<file path="src/rtl/pfu_miss_pkg.sv">
package pfu_miss_pkg;

  typedef enum logic [1:0] {
    FN_ADD  = 2'd0,
    FN_XOR  = 2'd1,
    FN_ANDN = 2'd2,
    FN_POPX = 2'd3
  } pfuFn_e;

  // Strobes from the control half to the datapath half.
  typedef struct packed {
    logic   enable;
    pfuFn_e fn;
  } pfuStrobe_t;

endpackage

</file>
<file path="src/rtl/pfu_miss_ctrl.sv">
module pfu_miss_ctrl
  import pfu_miss_pkg::*;
#(
  parameter int FID_W = 11
) (
  input  logic             clk,
  input  logic             rstN,
  input  logic             issueValid,
  input  logic [FID_W-1:0] issueFid,
  input  logic             loadValid,
  input  logic [FID_W-1:0] loadFid,
  input  logic [1:0]       loadSel,
  output pfuStrobe_t       strobe,
  output logic             resValid,
  output logic             fault
);

  logic [FID_W-1:0] residentFid;
  pfuFn_e           residentFn;
  logic             residentValid;
  logic             hit;

  // Installed configuration: the only thing held across cycles.
  always_ff @(posedge clk) begin
    if (!rstN) begin
      residentFid   <= '0;
      residentFn    <= FN_ADD;
      residentValid <= 1'b0;
    end else if (loadValid) begin
      residentFid   <= loadFid;
      residentFn    <= pfuFn_e'(loadSel);
      residentValid <= 1'b1;
    end
  end

  always_comb begin
    hit           = residentValid && (issueFid == residentFid);
    resValid      = issueValid && hit;
    fault         = issueValid && !hit;
    strobe.enable = resValid;
    strobe.fn     = residentFn;
  end

endmodule

</file>
<file path="src/rtl/pfu_miss_dp.sv">
module pfu_miss_dp
  import pfu_miss_pkg::*;
#(
  parameter int DATA_W = 32
) (
  input  pfuStrobe_t        strobe,
  input  logic [DATA_W-1:0] opA,
  input  logic [DATA_W-1:0] opB,
  output logic [DATA_W-1:0] result
);

  localparam int CNT_W = $clog2(DATA_W + 1);

  logic [DATA_W-1:0] diffBits;
  logic [CNT_W-1:0]  onesCnt;
  logic [DATA_W-1:0] fnOut;

  always_comb begin
    diffBits = opA ^ opB;
    onesCnt  = '0;
    for (int i = 0; i < DATA_W; i++) begin
      onesCnt = onesCnt + CNT_W'(diffBits[i]);
    end
  end

  always_comb begin
    unique case (strobe.fn)
      FN_ADD:  fnOut = opA + opB;
      FN_XOR:  fnOut = diffBits;
      FN_ANDN: fnOut = opA & ~opB;
      FN_POPX: fnOut = DATA_W'(onesCnt);
      default: fnOut = '0;
    endcase
    result = strobe.enable ? fnOut : '0;
  end

endmodule

</file>
<file path="src/rtl/pfu_miss_top.sv">
module pfu_miss_top
  import pfu_miss_pkg::*;
#(
  parameter int FID_W  = 11,
  parameter int DATA_W = 32
) (
  input  logic              clk,
  input  logic              rstN,
  input  logic              issueValid,
  input  logic [FID_W-1:0]  issueFid,
  input  logic [DATA_W-1:0] opA,
  input  logic [DATA_W-1:0] opB,
  input  logic              loadValid,
  input  logic [FID_W-1:0]  loadFid,
  input  logic [1:0]        loadSel,
  output logic              resValid,
  output logic [DATA_W-1:0] result,
  output logic              fault
);

  pfuStrobe_t strobe;

  pfu_miss_ctrl #(.FID_W(FID_W)) ctrl_i (
    .clk(clk), .rstN(rstN),
    .issueValid(issueValid), .issueFid(issueFid),
    .loadValid(loadValid), .loadFid(loadFid), .loadSel(loadSel),
    .strobe(strobe), .resValid(resValid), .fault(fault)
  );

  pfu_miss_dp #(.DATA_W(DATA_W)) dp_i (
    .strobe(strobe), .opA(opA), .opB(opB), .result(result)
  );

endmodule

</file>
<file path="config.mk">
export PLATFORM = sky130hd
export DESIGN_NAME = pfu_miss_top
export DESIGN_NICKNAME = d
export VERILOG_FILES = /design/src/rtl/pfu_miss_pkg.sv /design/src/rtl/pfu_miss_ctrl.sv /design/src/rtl/pfu_miss_dp.sv /design/src/rtl/pfu_miss_top.sv
export SDC_FILE = /design/constraint.sdc
export NUM_CORES = 1
export LEC_CHECK = 0
export BUFFER_PORTS_ARGS = -buffer_cell sky130_fd_sc_hd__buf_2
export CORE_AREA = 5 5 93 95
export CTS_CLUSTER_SIZE = 20
export DETAILED_ROUTE_END_ITERATION = 10
export DIE_AREA = 0 0 98 100
export GPL_TIMING_DRIVEN = 0
export PLACE_DENSITY = 0.95
export SYNTH_ARGS = -nofsm -noshare
export SYNTH_HDL_FRONTEND = slang
export SYNTH_HIERARCHICAL = 1
export SYNTH_SLANG_ARGS = --single-unit
</file>
<file path="constraint.sdc">
create_clock -name clk -period 21.1 [get_ports clk]
set_input_delay 4.22 -clock clk [delete_from_list [all_inputs] [get_ports clk]]
set_output_delay 4.22 -clock clk [all_outputs]
set_load 0.03 [all_outputs]
</file>
Yosys cells after proc, flatten, opt, wreduce, memory -nomap -nowiden. Cells that the tools add are included.

$add $sub $neg: 32. Equal/unequal tests: 4. Muxes and demuxes: 2. Bitwise gates (word level): 3. Reduce and logical (&&, ||, !) cells: 5.

Operators by type and width (number): 6-bit by 1-bit adder with 6-bit output (30); 32-bit case mux with 4 select lines (1); 32-bit adder (1); 32-bit bitwise AND (1); 32-bit 2-to-1 mux (1); 32-bit NOT (1); 32-bit bitwise XOR (1); 11-bit equality test (1); 2-bit equality test, second input constant (2); 1-bit logical AND (3); 1-bit by 1-bit adder with 2-bit output (1); 2-bit by 1-bit equality test with 1-bit output, second input constant (1); 2-bit zero test (1); 1-bit zero test (1).

Flip-flop bits (word level): 14. Bits of input ports: 92. Logic and storage cells: 49.

Logic depth before layout (Yosys ltp).
Depth in word-level cells: 34. Depth in mapped cells: 22. Depth with buffers taken out: 21.

Hierarchy. The synthesis kept the hierarchy.

Modules (own cells, without submodules): pfu_miss_dp (instances 1, cells an instance 535, area each 3799.9 um^2, sequential area each 0.0 um^2); pfu_miss_ctrl (instances 1, cells an instance 62, area each 663.1 um^2, sequential area each 280.3 um^2).

Least setup slack after synthesis. Ideal clock, no wire load.

Path kind: input -> output. Start: input port opB[15]. End: output port result[3]. Arrival: 9990 ps. Required time: 16880 ps. Slack: 6890 ps. Cell stages on the path: 20. Path buffers: 1. Cells stage by stage: inv_1 ha_1 clkbuf_1 inv_1 fa_1 inv_1 fa_1 fa_1 inv_1 fa_1 fa_1 inv_1 fa_1 inv_1 ha_1 a21o_1 a21oi_1 xor2_1 mux4_1 a311oi_1.

Word-level cells in the longest chain between the ends: 20.

Ends and longest elaborated chain: start, declared (line pfu_miss_top.sv:12) `input logic [DATA_W-1:0] opB,`; 32-bit bitwise XOR (line pfu_miss_dp.sv:19) `diffBits = opA ^ opB;`; 6-bit by 1-bit adder with 6-bit output (17 in a row) (line pfu_miss_dp.sv:22) `onesCnt = onesCnt + CNT_W'(diffBits[i]);`; 32-bit case mux with 4 select lines (line pfu_miss_dp.sv:27) `unique case (strobe.fn)`; 32-bit 2-to-1 mux (line pfu_miss_dp.sv:34) `result = strobe.enable ? fnOut : '0;`; end, declared (line pfu_miss_top.sv:17) `output logic [DATA_W-1:0] result,`.

Every way passes these cells.

Worst setup path in the final report. Ends and elaborated chain as after synthesis.

==> impl_metrics.csv <==
group,metric,value,unit
synth,seq_area_frac_synth,6.28,%
power,p_leak,2.68,nW
clock_network,post_cts_resize_count,0,
layout,fillers,641,
setup_path,r2r_setup_slack,20.21,ns
run_status,violations,"design-rule violations",
synth,synth-seq-cells,14,
routing,wire_per_inst,18.1,um
synth,synthFlopType,"dfxtp_1",
worst_hold_path,min_path_type,"reg -> reg",
layout,finalInstanceArea,5270,um^2
clock_network,root_buffer,"clkbuf_8",
global_route,grt_usage,29.8,%
timing,slew_viol_final,0,
clock_network,clk_path_buf_depth,2,
setup_path,r2r_cells,2,
worst_hold_path,hold_start,"ctrl_i/residentValid",
clock_network,clock_latency,0.24,ns
clock_network,htreeDepth,1,
routing,avgViaCountPerCell,6.22,
global_route,antenna_found_initial,0,
timing,hold_ws,0.490,ns
routing,firstDrtPassIters,11,
global_route,grt_pass1_vias,5132,
clock_network,cts_num_sinks,14,
flow_run,cap_violations,0,
placed_design,place_area,5210,um^2
synth,netlist_area,4460,um^2
synth,synth.distinct_cells,69,
global_route,grt_busiest_layer,"met2",
global_route,grt_first_pass_wirelength,24400,um
synth,yosysWarnings,6,
timing,fin_ws,6.69,ns
setup_path,worst_ep_required_time,16.88,ns
worst_hold_path,min_to,"ctrl_i/residentValid",
setup_path,critPathLaunchType,"input port",
setup_path,end_kind,"output port",
clock_network,cts_tree,"yes",
layout,syn2layout_area_growth,18.0,%
floorplanning,rows,32,
setup_path,critPathMaxFanout,8,
run_status,status,"finished, violations left",
setup_path,rr_startpoint,"ctrl_i/residentFn[0]",
placed_design,gp_congestion,0.977,
timing,finalHoldViolations,0,
synth,synth-edff-count,0,
timing,setup_viol,0,
floorplanning,ios,126,
timing,worst_slew_pin_slew,0.912,ns
synth,syn_inst,597,
routing,wirelength,15000,um
global_route,met1_usage,37.5,%
setup_path,arrival,10.19,ns
timing,max_clock_freq,0.0694,GHz
global_route,overflow,0,
timing,timing.final.crit_share,68.3,%
routing,drc,1,
floorplanning,initial_core_util,58.4,%
routing,ant_nets,0,
global_route,grt_max_degree,11,
global_route,grtUsageMet2,51.9,%
layout,fin_util,68.9,%
timing,period_needed,14.41,ns
timing,finalClockSkew,0,ns
setup_path,r2r-end,"ctrl_i/residentFn[0]",
timing,setup_tns,0,ns
floorplanning,die_area,9800,um^2
synth,synth_nets,784,
power,ir_worst_vdd,0.117,mV
layout,fin_nets,913,
placed_design,portBuffers,124,
setup_path,criticalPathCategory,"in -> out",
clock_network,path_clk_slew,0.06,ns
layout,diodes,0,
routing,vias,5140,
global_route,use_met3,4.17,%
synth,syn_area_per_cell,7.48,um^2
timing,max_slew_margin,37.6,%
clock_network,cts_hold_buf,0,
clock_network,postCtsSetupBuffers,0,
floorplanning,die_h,100,um
routing,first_iter_violations,374,
synth,synthArstFlopShare,0,%
clock_network,cts_buffers,3,
layout,drive_gt1_share,20.1,%
floorplanning,fp.coreArea,7650,um^2
worst_hold_path,whs_path_depth,1,
placed_design,hpwl,12100,um
timing,rsz0062_at_grt,"no",
power,powerDensity,98.0,nW/um^2
floorplanning,dieWidth,98,um
placed_design,place_ws,6.74,ns
-- synthesized netlist by cell type, drive strengths merged (5+ instances only) --
cell type | instances | area share, %
xnor2 | 22 | 4.3
a21oi | 57 | 6.5
nand4 | 11 | 1.5
nor2b | 20 | 2.8
a32o | 6 | 1.3
inv | 100 | 8.4
clkbuf | 15 | 1.3
o211ai | 6 | 1.1
o21ai | 28 | 3.4
ha | 70 | 20
a31oi | 5 | 0.70
o21bai | 5 | 0.84
nand2 | 30 | 2.5
nor4 | 7 | 0.98
fa | 25 | 11
o31ai | 7 | 1.3
a211oi | 8 | 1.3
dfxtp | 14 | 6.3
buf | 6 | 0.87
o21a | 8 | 1.3
nor2 | 44 | 3.7
mux2i | 16 | 3.6
nand3 | 21 | 2.4
nor3 | 6 | 0.67
-- cells by family (layout without fill, tap and decap cells) --
group                      after synthesis  after routing  synth area share (%)
DFF                                     14             14                  6.28
muxes                                   19             19                  4.68
and+or+nand+nor                        159            159                  17.7
adders and majority gates               95             95                  30.8
xor gates and xnor gates                23             23                  4.51
buffers and inverters                  122            250                  10.6
AOI/OAI and AO/OA                      165            165                  25.4
-- where the power goes --
| part | leakage [nW] | total [mW] | switching, mW | internal (mW) |
|---|---|---|---|---|
| clock network | 0.0288 | 0.0261 | 0.00955 | 0.0165 |
| logic | 2.53 | 0.460 | 0.255 | 0.206 |
| registers | 0.116 | 0.0295 | 0.00146 | 0.0281 |
-- worst max path at each step --
stage	start	endpoint	slack [ns]
floorplan	opB[15]	result[3]	6.89
global route	opB[15]	result[3]	6.40
detailed placement	opB[15]	result[3]	6.74
global placement	opB[15]	result[3]	6.87
finish	opB[15]	result[3]	6.69
CTS	opB[15]	result[3]	6.71
-- critical path: stages --
cell      delay [ns]
buf_2           0.09
inv_1           0.04
ha_1            0.25
clkbuf_1        0.31
inv_1           0.15
fa_1            0.58
inv_1           0.06
fa_1            0.45
fa_1            0.49
inv_1           0.05
fa_1            0.41
fa_1            0.51
inv_1           0.05
fa_1            0.61
inv_1           0.06
ha_1            0.28
a21o_1          0.16
a21oi_1         0.23
xor2_1          0.13
mux4_1          0.52
a311oi_1        0.28
buf_2           0.25
-- sequential cells by signal (all words and copies together) (netlist names) --
name,count
ctrl_i/residentFn,2
ctrl_i/residentValid,1
ctrl_i/residentFid,11
-- layout by cell type, fill, tap and decap left out, types with 3 or more instances in the layout --
| cell | count |
|---|---|
| o21ai_2 | 3 |
| a211oi_1 | 8 |
| o31ai_1 | 6 |
| nand4_1 | 11 |
| or3_1 | 3 |
| a32o_1 | 6 |
| mux2i_1 | 16 |
| a21oi_1 | 56 |
| dfxtp_1 | 14 |
| a221oi_1 | 3 |
| o21ai_0 | 25 |
| nor2_1 | 44 |
| ha_1 | 70 |
| a21o_1 | 4 |
| clkbuf_1 | 15 |
| o21bai_1 | 5 |
| fa_1 | 25 |
| a32oi_1 | 4 |
| o211ai_1 | 5 |
| a31oi_1 | 5 |
| nor3_1 | 6 |
| o21a_1 | 8 |
| nand2b_1 | 3 |
| inv_1 | 99 |
| xnor2_1 | 22 |
| or4_1 | 3 |
| and3_1 | 3 |
| clkbuf_8 | 4 |
| nand2_1 | 30 |
| nand3_1 | 21 |
| buf_2 | 125 |
| nor2b_1 | 20 |
| nor4_1 | 7 |
-- metal layers --
metal	up-vias	wire length [um]
met1	2366	5640
met5	-	0
met4	0	493
met2	369	7240
li1	2340	-
met3	65	1630
-- area by class of cell --
cell class / count / area [um^2] / share of cell area [%]
tap: 102 / 128 / 2.42
buffer: 21 / 95.1 / 1.81
sequential: 14 / 280 / 5.32
multi-input combinational: 461 / 3710 / 70.4
inverter: 101 / 379 / 7.20
clock buffer: 4 / 55.1 / 1.05
timing repair buffer: 124 / 621 / 11.8
-- metrics by stage --
stage,cells,power (mW)
2_1_floorplan,597,0.365
3_3_place_gp,823,0.443
3_5_place_dp,823,0.477
4_1_cts,827,0.508
5_1_grt,827,0.575
6_report,827,0.516
Note: power is estimated with default switching activity, not from simulation.
